**src/rtl/spi_txn_pkg.sv**
```systemverilog
`timescale 1ns/1ps
package spi_txn_pkg;
  localparam int unsigned BYTE_W = 8;
  localparam logic [BYTE_W-1:0] FILL_BYTE = '0;

  typedef enum logic [2:0] {
    ST_IDLE  = 3'd0,
    ST_SETUP = 3'd1,
    ST_LOAD  = 3'd2,
    ST_SHIFT = 3'd3,
    ST_HOLD  = 3'd4
  } txn_state_t;
endpackage

```
**src/rtl/spi_sck_div.sv**
```systemverilog
`timescale 1ns/1ps
module spi_sck_div #(
  parameter int unsigned PRE_W  = 8,
  parameter int unsigned RATE_W = 8
) (
  input  logic              clk,
  input  logic              rst_n,
  input  logic              cfg_load,
  input  logic [PRE_W-1:0]  prescale,
  input  logic [RATE_W-1:0] rate,
  input  logic              run,
  output logic              tick
);
  localparam int unsigned HALF_W = PRE_W + RATE_W;

  logic [PRE_W-1:0]  pre_sh;
  logic [HALF_W-1:0] pre_eff;
  logic [HALF_W-1:0] rate_eff;
  logic [HALF_W-1:0] half_new;
  logic [HALF_W-1:0] half_q;
  logic [HALF_W-1:0] cnt_q;

  always_comb begin
    pre_sh   = prescale >> 1;
    pre_eff  = (pre_sh == '0) ? HALF_W'(1) : HALF_W'(pre_sh);
    rate_eff = HALF_W'(rate) + HALF_W'(1);
    half_new = pre_eff * rate_eff;
  end

  assign tick = run && (cnt_q == half_q - HALF_W'(1));

  always_ff @(posedge clk or negedge rst_n) begin
    if (!rst_n) begin
      half_q <= HALF_W'(1);
      cnt_q  <= '0;
    end else begin
      if (cfg_load) half_q <= half_new;
      if (!run || tick) cnt_q <= '0;
      else              cnt_q <= cnt_q + HALF_W'(1);
    end
  end


  div_count_range_chk: assert property (@(posedge clk) disable iff (!rst_n)
    cnt_q < half_q);
endmodule

```
**src/rtl/spi_byte_shift.sv**
```systemverilog
`timescale 1ns/1ps
module spi_byte_shift
  import spi_txn_pkg::*;
(
  input  logic              clk,
  input  logic              rst_n,
  input  logic              abort,
  input  logic              load,
  input  logic [BYTE_W-1:0] load_byte,
  input  logic              tick,
  input  logic              miso,
  output logic              sck,
  output logic              mosi,
  output logic              active,
  output logic              byte_done,
  output logic [BYTE_W-1:0] rx_byte
);
  localparam int unsigned CNT_W = $clog2(BYTE_W);

  logic [BYTE_W-1:0] tx_sr;
  logic [BYTE_W-1:0] rx_sr;
  logic [CNT_W-1:0]  bit_cnt;

  assign rx_byte = rx_sr;

  always_ff @(posedge clk or negedge rst_n) begin
    if (!rst_n) begin
      tx_sr     <= '0;
      rx_sr     <= '0;
      bit_cnt   <= '0;
      sck       <= 1'b0;
      mosi      <= 1'b0;
      active    <= 1'b0;
      byte_done <= 1'b0;
    end else begin
      byte_done <= 1'b0;
      if (abort) begin
        active <= 1'b0;
        sck    <= 1'b0;
      end else if (load) begin
        tx_sr   <= load_byte;
        mosi    <= load_byte[BYTE_W-1];
        bit_cnt <= '0;
        sck     <= 1'b0;
        active  <= 1'b1;
      end else if (active && tick) begin
        if (!sck) begin
          sck   <= 1'b1;
          rx_sr <= {rx_sr[BYTE_W-2:0], miso};
        end else begin
          sck <= 1'b0;
          if (bit_cnt == CNT_W'(BYTE_W - 1)) begin
            active    <= 1'b0;
            byte_done <= 1'b1;
          end else begin
            tx_sr   <= {tx_sr[BYTE_W-2:0], 1'b0};
            mosi    <= tx_sr[BYTE_W-2];
            bit_cnt <= bit_cnt + CNT_W'(1);
          end
        end
      end
    end
  end


  mosi_setup_chk: assert property (@(posedge clk) disable iff (!rst_n)
    $rose(sck) |-> $stable(mosi));

  idle_clock_low_chk: assert property (@(posedge clk) disable iff (!rst_n)
    byte_done |-> !sck);
endmodule

```
**src/rtl/spi_rx_hold.sv**
```systemverilog
`timescale 1ns/1ps
module spi_rx_hold
  import spi_txn_pkg::*;
(
  input  logic              clk,
  input  logic              rst_n,
  input  logic              flush,
  input  logic              push,
  input  logic [BYTE_W-1:0] push_data,
  output logic              out_valid,
  output logic [BYTE_W-1:0] out_data,
  input  logic              out_ready,
  output logic              empty
);
  assign empty = !out_valid;

  always_ff @(posedge clk or negedge rst_n) begin
    if (!rst_n) begin
      out_valid <= 1'b0;
      out_data  <= '0;
    end else if (flush) begin
      out_valid <= 1'b0;
    end else if (push) begin
      out_valid <= 1'b1;
      out_data  <= push_data;
    end else if (out_valid && out_ready) begin
      out_valid <= 1'b0;
    end
  end


  rx_hold_stable_chk: assert property (@(posedge clk) disable iff (!rst_n)
    out_valid && !out_ready && !flush |=> out_valid && $stable(out_data));

  rx_flush_chk: assert property (@(posedge clk) disable iff (!rst_n)
    flush |=> !out_valid);
endmodule

```
**src/rtl/spi_txn_ctrl.sv**
```systemverilog
`timescale 1ns/1ps
module spi_txn_ctrl
  import spi_txn_pkg::*;
#(
  parameter int unsigned CNT_W = 8
) (
  input  logic              clk,
  input  logic              rst_n,
  input  logic              en,
  input  logic              start,
  input  logic [CNT_W-1:0]  tx_len,
  input  logic [CNT_W-1:0]  rx_len,
  input  logic [BYTE_W-1:0] tx_data,
  input  logic              tx_valid,
  output logic              tx_ready,
  input  logic              tick,
  input  logic              sh_active,
  input  logic              sh_done,
  output logic              sh_load,
  output logic [BYTE_W-1:0] sh_byte,
  output logic              cfg_load,
  output logic              div_run,
  output logic              rx_push,
  input  logic              rx_empty,
  output logic              rx_flush,
  output logic              cs_n,
  output logic              busy,
  output logic              done
);
  localparam int unsigned TOT_W = CNT_W + 1;

  txn_state_t       state_q;
  logic [TOT_W-1:0] total_q;
  logic [TOT_W-1:0] txlen_q;
  logic [TOT_W-1:0] idx_q;
  logic [TOT_W-1:0] idx_nxt;
  logic [TOT_W-1:0] total_in;
  logic             resp_q;
  logic             in_cmd;
  logic             accept;
  logic             fire_cmd;
  logic             fire_resp;

  always_comb begin
    total_in  = {1'b0, tx_len} + {1'b0, rx_len};
    idx_nxt   = idx_q + TOT_W'(1);
    in_cmd    = idx_q < txlen_q;
    accept    = en && (state_q == ST_IDLE) && start;
    tx_ready  = en && (state_q == ST_LOAD) && in_cmd;
    fire_cmd  = tx_ready && tx_valid;
    fire_resp = en && (state_q == ST_LOAD) && !in_cmd && rx_empty;
    sh_load   = fire_cmd || fire_resp;
    sh_byte   = fire_cmd ? tx_data : FILL_BYTE;
    cfg_load  = accept;
    rx_flush  = accept;
    rx_push   = (state_q == ST_SHIFT) && sh_done && resp_q;
    div_run   = (state_q == ST_SETUP) || (state_q == ST_HOLD) || sh_active;
    cs_n      = (state_q == ST_IDLE);
    busy      = (state_q != ST_IDLE);
  end

  always_ff @(posedge clk or negedge rst_n) begin
    if (!rst_n) begin
      state_q <= ST_IDLE;
      total_q <= '0;
      txlen_q <= '0;
      idx_q   <= '0;
      resp_q  <= 1'b0;
      done    <= 1'b0;
    end else begin
      done <= 1'b0;
      if (!en) begin
        state_q <= ST_IDLE;
      end else begin
        unique case (state_q)
          ST_IDLE: if (start) begin
            txlen_q <= {1'b0, tx_len};
            total_q <= total_in;
            idx_q   <= '0;
            if (total_in == '0) done    <= 1'b1;
            else                state_q <= ST_SETUP;
          end
          ST_SETUP: if (tick) state_q <= ST_LOAD;
          ST_LOAD: if (sh_load) begin
            resp_q  <= fire_resp;
            state_q <= ST_SHIFT;
          end
          ST_SHIFT: if (sh_done) begin
            idx_q   <= idx_nxt;
            state_q <= (idx_nxt == total_q) ? ST_HOLD : ST_LOAD;
          end
          ST_HOLD: if (tick) begin
            state_q <= ST_IDLE;
            done    <= 1'b1;
          end
          default: state_q <= ST_IDLE;
        endcase
      end
    end
  end


  tx_ready_selected_chk: assert property (@(posedge clk) disable iff (!rst_n)
    tx_ready |-> !cs_n);

  done_deselected_chk: assert property (@(posedge clk) disable iff (!rst_n)
    done |-> cs_n);

  busy_start_ignored_chk: assert property (@(posedge clk) disable iff (!rst_n)
    busy && start |=> $stable(total_q) && $stable(txlen_q));

  zero_len_done_chk: assert property (@(posedge clk) disable iff (!rst_n)
    accept && (total_in == '0) |=> done && cs_n);
endmodule

```
**src/rtl/spi_txn_master.sv**
```systemverilog
`timescale 1ns/1ps
module spi_txn_master
  import spi_txn_pkg::*;
#(
  parameter int unsigned CNT_W  = 8,
  parameter int unsigned PRE_W  = 8,
  parameter int unsigned RATE_W = 8
) (
  input  logic              clk,
  input  logic              rst_n,
  input  logic              en,
  input  logic [PRE_W-1:0]  prescale,
  input  logic [RATE_W-1:0] rate,
  input  logic [CNT_W-1:0]  tx_len,
  input  logic [CNT_W-1:0]  rx_len,
  input  logic              start,
  output logic              busy,
  output logic              done,
  input  logic [7:0]        tx_data,
  input  logic              tx_valid,
  output logic              tx_ready,
  output logic [7:0]        rx_data,
  output logic              rx_valid,
  input  logic              rx_ready,
  output logic              sck,
  output logic              mosi,
  input  logic              miso,
  output logic              cs_n,
  output logic              bus_oe
);
  logic              tick;
  logic              cfg_load;
  logic              div_run;
  logic              sh_load;
  logic [BYTE_W-1:0] sh_byte;
  logic              sh_active;
  logic              sh_done;
  logic [BYTE_W-1:0] sh_rx;
  logic              rx_push;
  logic              rx_empty;
  logic              rx_flush;

  spi_sck_div #(.PRE_W(PRE_W), .RATE_W(RATE_W)) u_div (
    .clk(clk), .rst_n(rst_n), .cfg_load(cfg_load), .prescale(prescale),
    .rate(rate), .run(div_run), .tick(tick)
  );

  spi_byte_shift u_shift (
    .clk(clk), .rst_n(rst_n), .abort(!en), .load(sh_load), .load_byte(sh_byte),
    .tick(tick), .miso(miso), .sck(sck), .mosi(mosi), .active(sh_active),
    .byte_done(sh_done), .rx_byte(sh_rx)
  );

  spi_rx_hold u_rxh (
    .clk(clk), .rst_n(rst_n), .flush(rx_flush), .push(rx_push),
    .push_data(sh_rx), .out_valid(rx_valid), .out_data(rx_data),
    .out_ready(rx_ready), .empty(rx_empty)
  );

  spi_txn_ctrl #(.CNT_W(CNT_W)) u_ctrl (
    .clk(clk), .rst_n(rst_n), .en(en), .start(start), .tx_len(tx_len),
    .rx_len(rx_len), .tx_data(tx_data), .tx_valid(tx_valid),
    .tx_ready(tx_ready), .tick(tick), .sh_active(sh_active),
    .sh_done(sh_done), .sh_load(sh_load), .sh_byte(sh_byte),
    .cfg_load(cfg_load), .div_run(div_run), .rx_push(rx_push),
    .rx_empty(rx_empty), .rx_flush(rx_flush), .cs_n(cs_n), .busy(busy),
    .done(done)
  );

  always_ff @(posedge clk or negedge rst_n) begin
    if (!rst_n) bus_oe <= 1'b0;
    else        bus_oe <= en;
  end


  sck_deselected_low_chk: assert property (@(posedge clk) disable iff (!rst_n)
    cs_n |-> !sck);

  disabled_release_chk: assert property (@(posedge clk) disable iff (!rst_n)
    !en |=> cs_n && !bus_oe);

  stall_no_clock_chk: assert property (@(posedge clk) disable iff (!rst_n)
    rx_valid && !rx_ready && !sck && !rx_flush |=> !$rose(sck) || !rx_valid || !busy);
endmodule

```
**config.mk**
```make
export PLATFORM = sky130hd
export DESIGN_NAME = spi_txn_master
export DESIGN_NICKNAME = d
export VERILOG_FILES = /design/src/rtl/spi_txn_pkg.sv /design/src/rtl/spi_sck_div.sv /design/src/rtl/spi_byte_shift.sv /design/src/rtl/spi_rx_hold.sv /design/src/rtl/spi_txn_ctrl.sv /design/src/rtl/spi_txn_master.sv
export SDC_FILE = /design/constraint.sdc
export NUM_CORES = 1
export LEC_CHECK = 0
export CAP_MARGIN = 20
export CORE_MARGIN = 3
export CORE_UTILIZATION = 55
export CTS_BUF_LIST = sky130_fd_sc_hd__clkbuf_4
export CTS_CLUSTER_DIAMETER = 60
export DETAILED_ROUTE_END_ITERATION = 12
export GPL_TIMING_DRIVEN = 0
export PLACE_DENSITY_LB_ADDON = 0.12
export SYNTH_ARGS = -nofsm -noshare
export SYNTH_HDL_FRONTEND = slang
export SYNTH_SLANG_ARGS = --single-unit
```
**constraint.sdc**
```tcl
create_clock -name clk -period 4.3 [get_ports clk]
set_clock_uncertainty 0.15 [all_clocks]
set_input_delay 0.86 -clock clk [delete_from_list [all_inputs] [get_ports clk]]
set_output_delay 0.86 -clock clk [all_outputs]
set_load 0.01 [all_outputs]
```
* Word-level counts from Yosys, hierarchy flattened
Cells that the tools add are included.
Word-level totals: output and inout port bits 16, input bits 47, word-level logic and storage cells 132, flip-flop bits (word level) 95
Operators by class: equal/unequal tests 19, multiply operators 1, $lt $le $gt $ge 1, $add $sub $neg 6, reduce and logical (&&, ||, !) cells 35, bitwise gates (word level) 3, mux-type cells 49
Operators by type and width (number):
- $mux W3 | 12
- $mux W7 | 5
- $mux W1 | 25
- $mux W9 | 2
- $ne A3 B3 Y1 const B | 6
- $pmux W9 S2 | 1
- $add A16 B1 Y16 const B | 1
- $eq A16 B16 Y1 | 1
- $mul A16 B16 Y16 | 1
- $mux W16 | 1
- $sub A16 B1 Y16 const B | 1
- $pmux W3 S5 | 1
- $logic_and A1 B1 Y1 | 12
- $reduce_and A4 Y1 | 3
- $add A8 B1 Y9 const B | 1
- $add A8 B8 Y9 | 1
- $add A9 B1 Y9 const B | 1
- $eq A9 B9 Y1 | 1
- $logic_not A9 Y1 | 1
- $lt A9 B8 Y1 | 1
- $ne A3 B1 Y1 const B | 3
- $reduce_and A3 Y1 | 3
- $logic_not A8 Y1 | 1
- $mux W8 | 1
- 14 further kinds | 28

* Logic depth before layout (Yosys ltp)
Gate-level depths: netlist of the first run.
depth in word-level cells 8, gate-level depth with buffers 21

* Modules after synthesis
Synthesis of the first run repeated with hierarchy kept, for this count alone.
Unflattened totals: cells, all modules 852, area total of the unflattened synthesis 8049.0 um^2
Modules (own cells, without submodules):
- spi_sck_div | seq. area each 802.0 um^2, area an instance 4192.8 um^2, cells an instance 458, times used 1
- spi_txn_ctrl | seq. area each 775.7 um^2, area an instance 2413.6 um^2, cells an instance 276, times used 1
- spi_byte_shift | seq. area each 550.5 um^2, area an instance 1024.7 um^2, cells an instance 93, times used 1
- spi_rx_hold | seq. area each 225.2 um^2, area an instance 389.1 um^2, cells an instance 23, times used 1
- spi_txn_master | seq. area each 25.0 um^2, area an instance 28.8 um^2, cells an instance 2, times used 1

* Worst setup path before layout of the first run
No wires, ideal clock.
path kind input -> register, from input rate[0], to register u_div.half_q[13], required time 4.015 ns, arrival time 5.234 ns, setup time 0.135 ns, stages on the path 20, slack -1.218 ns, cells stage by stage ha_1 nand3_1 nor2_1 xor2_1 and2_1 fa_1 fa_1 fa_1 inv_1 fa_1 inv_1 ha_1 o21a_1 nor2_1 a21oi_1 o21a_1 a221oi_1 nor2b_1 xor2_1 o21ai_0
Between the ends: longest elaborated chain between the ends 2
RTL lines:
- from (decl) | line spi_txn_master.sv:13 | input logic [RATE_W-1:0] rate,
- $add A8 B1 Y9 | line spi_sck_div.sv:26 | rate_eff = HALF_W'(rate) + HALF_W'(1);
- $mul A16 B16 Y16 | line spi_sck_div.sv:27 | half_new = pre_eff * rate_eff;
- to (signal assigned) | line spi_sck_div.sv:37 | if (cfg_load) half_q <= half_new;
- to (decl) | line spi_sck_div.sv:20 | logic [HALF_W-1:0] half_q;
No other way between the ends. A chain may end at the register's enable or synchronous reset.

* Worst setup path in the final report of the first run
from input rate[4], to register u_div.half_q[13]
The elaborated chain is that of the path after synthesis.

==> results of run 1 <==
==> timing repair <==
action,4_1_cts,5_1_grt
setup buffers,22,6
pin swaps,28,13
hold buffers,0,0
setup endpoints to repair,12,10
gates resized for setup,73,23
==> sequential cells by signal (all words and copies together) (netlist names) <==
signal,flops
u_shift.active,1
u_div.cnt_q,16
u_shift.bit_cnt,3
bus_oe,1
u_ctrl.done,1
u_shift.tx_sr,7
u_ctrl.txlen_q,8
u_ctrl.state_q,3
u_ctrl.total_q,9
u_rxh.out_data,8
u_shift.byte_done,1
u_shift.mosi,1
u_ctrl.resp_q,1
u_shift.rx_byte,8
u_div.half_q,16
u_ctrl.idx_q,9
u_shift.sck,1
u_rxh.out_valid,1
==> Yosys cell counts (all sizes together) (6+ instances only) <==
cell type / n
a31oi: 8
and3: 13
o31ai: 7
dfrtp: 94
o21ai: 39
nor2b: 31
xor2: 31
or4: 8
a21o: 6
a21oi: 19
nand2: 55
ha: 55
a22o: 9
nand2b: 12
fa: 35
and2: 26
xnor2: 36
nand3: 28
nor3: 17
inv: 48
clkbuf: 16
mux2: 39
nor2: 62
or3: 9
==> kinds of logic after synthesis <==
family / after synthesis / share of synthesized area (%)
AOI/OAI and AO/OA: 116 / 10.3
xor gates and xnor gates: 67 / 7.99
adders and majority gates: 90 / 18.9
buffers and inverters: 67 / 3.65
DFF: 95 / 32.4
muxes: 44 / 7.07
and+or+nand+nor: 279 / 19.7
==> cell type report <==
| cell class | count | area, um2 |
|---|---|---|
| Multi-Input combinational cell | 596 | 5080 |
| Fill cell | 973 | 3900 |
| Sequential cell | 95 | 2380 |
| Timing Repair Buffer | 88 | 837 |
| Tap cell | 172 | 215 |
| Inverter | 48 | 180 |
| Buffer | 19 | 87.6 |
| Clock inverter | 7 | 73.8 |
| Clock buffer | 9 | 67.6 |
==> how the worst max path moves through the flow <==
stage	startpoint	to	cells past startpoint
finish	rate[4]	u_div.half_q[13]	21
global route	rate[0]	u_div.half_q[13]	21
CTS	rate[0]	u_div.half_q[13]	21
detailed placement	rate[0]	u_div.half_q[13]	21
global placement	rate[0]	u_div.half_q[13]	20
floorplan	rate[1]	u_div.half_q[13]	20
==> stage by stage <==
stage / std cells / hold slack [ps] / power (W) / setup TNS [ps]
floorplan: 758 / 300 / 0.00257 / -5590
global placement: 989 / 323 / 0.00295 / -126380
detailed placement: 990 / 330 / 0.00303 / -19560
CTS: 1028 / 187 / 0.00369 / -3490
global route: 1034 / 195 / 0.00417 / -5710
finish: 1034 / 193 / 0.00384 / -4370
==> power by group <==
group / internal, W / total [W] / leakage (nW) / switching, W
logic: 0.00101 / 0.00209 / 2.72 / 0.00108
registers: 0.00108 / 0.00126 / 1.26 / 0.000175
clock network: 0.000138 / 0.000491 / 0.0777 / 0.000353
total: 0.00223 / 0.00384 / 4.06 / 0.00160
==> cells in the final DEF (no fill, tap or decap), types with 6 or more instances in the layout <==
cell	netlist	final
sky130_fd_sc_hd__clkbuf_1	14	14
sky130_fd_sc_hd__mux2_2	31	31
sky130_fd_sc_hd__and2_1	26	23
sky130_fd_sc_hd__dfrtp_1	94	94
sky130_fd_sc_hd__nor2b_1	31	24
sky130_fd_sc_hd__nor3_1	17	16
sky130_fd_sc_hd__inv_1	48	42
sky130_fd_sc_hd__xor2_4	0	6
sky130_fd_sc_hd__o31ai_1	7	7
sky130_fd_sc_hd__a21o_1	6	6
sky130_fd_sc_hd__a21oi_1	19	14
sky130_fd_sc_hd__inv_2	0	6
sky130_fd_sc_hd__ha_4	0	8
sky130_fd_sc_hd__o21ai_0	38	29
sky130_fd_sc_hd__clkdlybuf4s50_1	0	47
sky130_fd_sc_hd__buf_4	1	28
sky130_fd_sc_hd__or3_1	7	7
sky130_fd_sc_hd__a31oi_1	8	7
sky130_fd_sc_hd__nand2_1	55	55
sky130_fd_sc_hd__and3_1	13	12
sky130_fd_sc_hd__nor2_1	62	59
sky130_fd_sc_hd__a22o_1	9	9
sky130_fd_sc_hd__xor2_1	31	25
sky130_fd_sc_hd__fa_1	35	35
sky130_fd_sc_hd__mux2_4	8	8
sky130_fd_sc_hd__nand2b_1	12	11
sky130_fd_sc_hd__o21ai_1	1	10
sky130_fd_sc_hd__nand3_1	28	25
sky130_fd_sc_hd__ha_1	55	46
sky130_fd_sc_hd__xnor2_1	36	36
sky130_fd_sc_hd__clkbuf_4	1	11
==> metal layers <==
layer	up-vias	track usage, %	part of all wire, %
li1	2819	-	-
met1	2889	30.6	43
met2	104	41.9	52
met3	26	3.99	3.5
met4	0	6.58	1.6
met5	-	0	0
==> critical path, stage by stage <==
cell                       delay (ps)
sky130_fd_sc_hd__buf_4            120
sky130_fd_sc_hd__and3_4           190
sky130_fd_sc_hd__nand3_4          110
sky130_fd_sc_hd__xor2_4           180
sky130_fd_sc_hd__buf_4            150
sky130_fd_sc_hd__buf_4            110
sky130_fd_sc_hd__nor2b_4           30
sky130_fd_sc_hd__fa_1             540
sky130_fd_sc_hd__fa_1             440
sky130_fd_sc_hd__fa_1             500
sky130_fd_sc_hd__inv_1             50
sky130_fd_sc_hd__fa_1             480
sky130_fd_sc_hd__inv_2             40
sky130_fd_sc_hd__ha_4             170
sky130_fd_sc_hd__nor3_4           230
sky130_fd_sc_hd__nand2b_1          80
sky130_fd_sc_hd__o21a_1           210
sky130_fd_sc_hd__a221oi_2         270
sky130_fd_sc_hd__nor2b_2          210
sky130_fd_sc_hd__xor2_1           150
sky130_fd_sc_hd__o21ai_1           70
==> load_flow_metrics.sql, run 1 <==
INSERT INTO impl_metrics (metric_group, metric, value, unit) VALUES
('clock_network', 'clock_tree.buffer_depth', '2', ''),
('worst_setup_path', 'reg2reg_to', 'u_shift.rx_byte[5]', ''),
('drt', 'routed_via_count_divided_by_cell_count', '5.65', ''),
('timing', 'tightestPinTransition', '785', 'ps'),
('layout', 'final_core_utilization', '69.6', '%'),
('worst_setup_path', 'required', '4530', 'ps'),
('die', 'num_rows', '41', ''),
('worst_setup_path', 'worst_setup_path_end_kind', 'flip-flop', ''),
('yosys', 'top_ff_cell_synth', 'sky130_fd_sc_hd__dfrtp_1', ''),
('timing', 'achievable-frequency', '201', 'MHz'),
('placed_design', 'pre_cts_ws', '-2150', 'ps'),
('worst_hold_path', 'min-delay-path-class', 'input pin to async pin', ''),
('drt', 'drc_errors', '0', ''),
('worst_setup_path', 'critical_path_peak_fanout', '3', ''),
('clock_network', 'tritoncts_clock_tree', 'yes', ''),
('clock_network', 'clk_pin_slew_worst_paths', '170', 'ps'),
('timing', 'final_hold_viols', '0', ''),
('placed_design', 'placedInstanceArea', '8300', 'um2'),
('layout', 'synthToLayoutAreaGrowth', '21.5', '%'),
('die', 'initial_core_util', '57.2', '%'),
('timing', 'layout_worst_path_cycle_share', '116', '%'),
('timing', 'relSlewSlack', '47.7', '%'),
('flow_run', 'cap_violations', '0', ''),
('layout', 'layout-drive-gt1-share', '18.2', '%'),
('global_routing', 'first_global_vias', '6008', ''),
('status', 'status', 'complete, but fails checks', ''),
('die', 'die_y', '122', 'um'),
('yosys', 'synth_top_cells_by_area', 'sky130_fd_sc_hd__dfrtp_1, sky130_fd_sc_hd__fa_1, sky130_fd_sc_hd__ha_1', ''),
('yosys', 'synth.yosys.seq_area_share', '32.4', '%'),
('worst_setup_path', 'r2r_cells', '9', ''),
('yosys', 'yosysWarningCount', '0', ''),
('worst_setup_path', 'crit_arrival', '5200', 'ps'),
('clock_network', 'h-tree-depth', '3', ''),
('yosys', 'synthesis.instances', '758', ''),
('drt', 'firstDrtPassIters', '4', ''),
('die', 'die-area', '14800', 'um2'),
('clock_network', 'worst_skew_pair.late_latency', '480', 'ps'),
('yosys', 'yosysUniqueCellTypes', '64', ''),
('die', 'floorplan.die.width', '122', 'um'),
('yosys', 'synth_async_sr_flop_share', '100', '%'),
('worst_setup_path', 'crit-reg2reg-launch', 'u_div.half_q[2]', ''),
('yosys', 'library_cell_occupying_the_most_area_in_the_post_synthesis_netlist', 'sky130_fd_sc_hd__dfrtp_1', ''),
('yosys', 'synth.top_cell.area_share', '32.0', '%'),
('timing', 'final-max-slew-violation-count', '0', ''),
('worst_setup_path', 'start_kind', 'input pin', ''),
('layout', 'final_design_area_no_fill', '8920', 'um2'),
('timing', 'finalCriticalPeriod', '4980', 'ps'),
('power_and_ir_drop', 'power.density_cell_area', '430', 'nW/um2'),
('layout', 'ant_cells', '0', ''),
('drt', 'antenna_violating_nets_post_route', '0', ''),
('clock_network', 'clock_sinks', '95', ''),
('yosys', 'synth.avg_cell_area', '9.68', 'um2'),
('power_and_ir_drop', 'power.ir.vdd_worst', '0.000359', 'V'),
('yosys', 'yosys_register_bits', '95', ''),
('worst_setup_path', 'worst-setup-path-type', 'input pin to flip-flop', ''),
('yosys', 'synth_area', '7340', 'um2'),
('die', 'fp.coreArea', '12800', 'um2'),
('drt', 'drt-total-wl', '16700', 'um'),
('drt', 'num_vias', '5838', ''),
('global_routing', 'antenna_found_initial', '0', ''),
('clock_network', 'cts-buffers-inserted', '9', ''),
('drt', 'routed_wire_length_per_instance', '16.1', 'um'),
('global_routing', 'global_route_wire_length_before_repair', '28400', 'um'),
('drt', 'detailedRoute.firstIterationViolations', '288', ''),
('yosys', 'syn_nets', '895', ''),
('status', 'violations_in_the_final_reports', 'negative setup slack', ''),
('placed_design', 'place.detailed.hpwl', '12300', 'um'),
('placed_design', 'place_congestion', '0.839', ''),
('layout', 'nets', '994', ''),
('timing', 'setup_repair_after_global_routing_missed_its_margin', 'yes', ''),
('timing', 'finalSetupViolCount', '10', ''),
('placed_design', 'io_buffers', '59', ''),
('global_routing', 'pin_count_of_the_biggest_net_entering_global_routing', '54', ''),
('global_routing', 'gr_overflow_total', '0', ''),
('yosys', 'synth_edf_count', '0', ''),
('clock_network', 'cts_root_buffer', 'sky130_fd_sc_hd__clkbuf_4', ''),
('worst_setup_path', 'timing.reg2reg.setup_slack', '220', 'ps'),
('timing', 'setup_ws', '-677', 'ps'),
('power_and_ir_drop', 'power.static_leakage', '4.06', 'nW'),
('die', 'io-pin-count', '63', ''),
('global_routing', 'grtUsageTotal', '23.8', '%');
Note: power is estimated with default switching activity, not from simulation.
==> inputs of run 2 (changes only) <==
--- a/config.mk
+++ b/config.mk
@@ -6,6 +6,7 @@
 export NUM_CORES = 1
 export LEC_CHECK = 0
 export CAP_MARGIN = 20
+export CORE_ASPECT_RATIO = 2
 export CORE_MARGIN = 3
 export CORE_UTILIZATION = 55
 export CTS_BUF_LIST = sky130_fd_sc_hd__clkbuf_4
@@ -13,6 +14,7 @@
 export DETAILED_ROUTE_END_ITERATION = 12
 export GPL_TIMING_DRIVEN = 0
 export PLACE_DENSITY_LB_ADDON = 0.12
+export SLEW_MARGIN = 5
 export SYNTH_ARGS = -nofsm -noshare
 export SYNTH_HDL_FRONTEND = slang
 export SYNTH_SLANG_ARGS = --single-unit
==> load_flow_metrics.sql, run 2 (synthesis results as in run 1) <==
INSERT INTO impl_metrics (metric_group, metric, value, unit) VALUES
('timing', 'relSlewSlack', '49.1', '%'),
('placed_design', 'pre_cts_ws', '-2360', 'ps'),
('placed_design', 'place.detailed.hpwl', '14000', 'um'),
('clock_network', 'h-tree-depth', '3', ''),
('layout', 'mostFrequentLayoutCell', 'sky130_fd_sc_hd__dfrtp_1', ''),
('drt', 'routed_via_count_divided_by_cell_count', '5.86', ''),
('global_routing', 'global_route.usage.met3', '2.58', '%'),
('layout', 'reg.largest.list', 'u_div.cnt_q (16), u_div.half_q (16)', ''),
('timing', 'setup_repair_after_global_routing_missed_its_margin', 'yes', ''),
('power_and_ir_drop', 'power.density_cell_area', '433', 'nW/um2'),
('worst_setup_path', 'critical_path_peak_fanout', '6', ''),
('clock_network', 'cts_hold_buffers', '0', ''),
('power_and_ir_drop', 'power.share.clock', '14.7', '%'),
('power_and_ir_drop', 'internal_power', '0.00229', 'W'),
('clock_network', 'worst_skew_pair.late_latency', '470', 'ps'),
('global_routing', 'global_route.peak_usage_layer', 'met2', ''),
('worst_setup_path', 'start_kind', 'input pin', ''),
('timing', 'final_hold_viols', '0', ''),
('clock_network', 'clk_pin_slew_worst_paths', '160', 'ps'),
('global_routing', 'pin_count_of_the_biggest_net_entering_global_routing', '71', ''),
('power_and_ir_drop', 'power.static_leakage', '4.03', 'nW'),
('layout', 'finish.cell_count_without_fillers', '1008', ''),
('global_routing', 'gr_overflow_total', '0', ''),
('clock_network', 'cts_root_buffer', 'sky130_fd_sc_hd__clkbuf_4', ''),
('timing', 'hold_slack', '118', 'ps'),
('drt', 'drt-total-wl', '17600', 'um'),
('global_routing', 'antenna_found_initial', '1', ''),
('timing', 'tightestPinTransition', '763', 'ps'),
('timing', 'achievable-frequency', '200', 'MHz'),
('placed_design', 'placedCellCount', '970', ''),
('power_and_ir_drop', 'total_switching_power', '0.00155', 'W'),
('die', 'num_rows', '59', ''),
('worst_setup_path', 'crit_slowest_cell', 'sky130_fd_sc_hd__fa_1', ''),
('clock_network', 'clock_tree.buffer_depth', '2', ''),
('global_routing', 'first_global_vias', '6348', ''),
('power_and_ir_drop', 'combinationalPowerShare', '52.3', '%'),
('power_and_ir_drop', 'power.ir.vdd_worst', '0.000274', 'V'),
('clock_network', 'cts-buffers-inserted', '9', ''),
('timing', 'finalSetupViolCount', '9', ''),
('layout', 'layout-drive-gt1-share', '17.4', '%'),
('drt', 'antenna_violating_nets_post_route', '0', ''),
('power_and_ir_drop', 'p_sw_share', '40.4', '%'),
('drt', 'detailedRoute.firstIterationViolations', '207', ''),
('worst_setup_path', 'critical_path.max_stage_delay', '490', 'ps'),
('global_routing', 'use_met2', '50.1', '%'),
('timing', 'finalCriticalPeriod', '4990', 'ps'),
('layout', 'layout_common_cells', 'sky130_fd_sc_hd__dfrtp_1, sky130_fd_sc_hd__nor2_1, sky130_fd_sc_hd__nand2_1', ''),
('worst_setup_path', 'cells_traversed_along_the_worst_timing_path', 'buf_12 -> and3_4 -> nand3_4 -> buf_6 -> nor2_4 -> xor2_4 -> and2_4 -> fa_1 -> fa_1 -> fa_1 -> inv_1 -> fa_1 -> inv_2 -> ha_4 -> o21a_1 -> nor2_2 -> a21oi_1 -> o21a_2 -> a221oi_4 -> a211o_1 -> xnor2_1 -> o21ai_1', ''),
('power_and_ir_drop', 'sequential_power_share', '33.0', '%'),
('timing', 'final-max-slew-violation-count', '0', ''),
('drt', 'drc_errors', '0', ''),
('worst_setup_path', 'critPathMostFrequentCell', 'sky130_fd_sc_hd__fa_1', ''),
('timing', 'layout_worst_path_cycle_share', '116', '%'),
('die', 'io-pin-count', '63', ''),
('status', 'violations_in_the_final_reports', 'negative setup slack', ''),
('timing', 'setup_ws', '-690', 'ps'),
('layout', 'fill_cells', '1059', ''),
('drt', 'routed_wire_length_per_instance', '17.4', 'um'),
('drt', 'firstDrtPassIters', '4', ''),
('die', 'fp.coreArea', '13100', 'um2'),
('flow_run', 'cap_violations', '0', ''),
('worst_setup_path', 'crit_arrival', '5190', 'ps'),
('die', 'initial_core_util', '56.2', '%'),
('placed_design', 'io_buffers', '59', ''),
('global_routing', 'grtUsageMet1', '23.0', '%'),
('worst_setup_path', 'required', '4500', 'ps'),
('clock_network', 'tritoncts_clock_tree', 'yes', ''),
('die', 'die_y', '169', 'um'),
('drt', 'num_vias', '5911', ''),
('global_routing', 'global_route_wire_length_before_repair', '29100', 'um'),
('worst_hold_path', 'min-delay-path-class', 'input pin to async pin', ''),
('worst_setup_path', 'worst-setup-path-type', 'input pin to flip-flop', ''),
('clock_network', 'clock_sinks', '95', ''),
('layout', 'synthToLayoutAreaGrowth', '20.7', '%'),
('status', 'status', 'complete, but fails checks', ''),
('die', 'die-area', '14900', 'um2'),
('global_routing', 'grtUsageTotal', '24.8', '%'),
('die', 'floorplan.die.width', '87.7', 'um'),
('layout', 'nets', '987', ''),
('placed_design', 'place_congestion', '0.915', ''),
('worst_setup_path', 'worst_setup_path_end_kind', 'flip-flop', ''),
('timing', 'timing.setup.tns', '-4290', 'ps');
run 2: final cells by class:
| cell class | count | area, um2 | share of cell area [%] |
|---|---|---|---|
| Multi-Input combinational cell | 596 | 5060 | 57.1 |
| Sequential cell | 95 | 2380 | 26.8 |
| Timing Repair Buffer | 81 | 798 | 9.01 |
| Tap cell | 152 | 190 | 2.15 |
| Inverter | 48 | 180 | 2.03 |
| Clock inverter | 7 | 101 | 1.14 |
| Buffer | 19 | 87.6 | 0.988 |
| Clock buffer | 9 | 67.6 | 0.762 |
| Antenna cell | 1 | 2.50 | 0.0282 |
run 2: worst max-delay path: cells and delay by family:
kind	cells	cell delay [ps]
compound gates	6	910
xor+xnor	2	340
fa+ha+maj	5	2110
buf+inv	4	350
simple gates	5	620
run 2: what timing repair did:
item | CTS | global route
cloned | 0 | 0
resized for setup | 74 | 17
pin swaps | 26 | 26
endpoints found under the setup margin | 12 | 10
setup buffers | 17 | 4
run 2: power groups by stage:
stage | combinational [W] | clock [W] | sequential, W
floorplan | 0.00134 | 0 | 0.00122
global placement | 0.00168 | 0 | 0.00127
detailed placement | 0.00175 | 0 | 0.00129
CTS | 0.00196 | 0.000574 | 0.00127
global route | 0.00225 | 0.000600 | 0.00130
finish | 0.00201 | 0.000563 | 0.00126
run 2: path summary, 6_finish.rpt:
kind	end	cells after the start	startpoint	slack, ps
worst max-delay path	u_div.half_q[15]	22	rate[0]	-690
worst min-delay path	u_ctrl.txlen_q[0]	1	rst_n	120
worst max register to register	u_shift.rx_byte[2]	9	u_div.half_q[2]	260
worst min register to register	u_ctrl.txlen_q[1]	2	u_ctrl.txlen_q[1]	360
max in group asynchronous	u_div.cnt_q[1]	2	rst_n	3210
min in group clk	u_ctrl.txlen_q[1]	2	u_ctrl.txlen_q[1]	360
run 2: layer usage:
metal  routed length [um]  part of all wire (%)
met1                 5940                    34
met2                10500                    60
met3                  362                   2.1
met4                  743                   4.2
met5                    0                     0
run 2: per-stage QoR:
| stage | total power, W | util, % | cell area [um2] |
|---|---|---|---|
| CTS | 0.00380 | 67.2 | 8780 |
| floorplan | 0.00257 | - | 7470 |
| finish | 0.00383 | 67.8 | 8860 |
| global placement | 0.00295 | 63.2 | 8250 |
| detailed placement | 0.00304 | 63.3 | 8280 |
| global route | 0.00415 | 67.8 | 8860 |
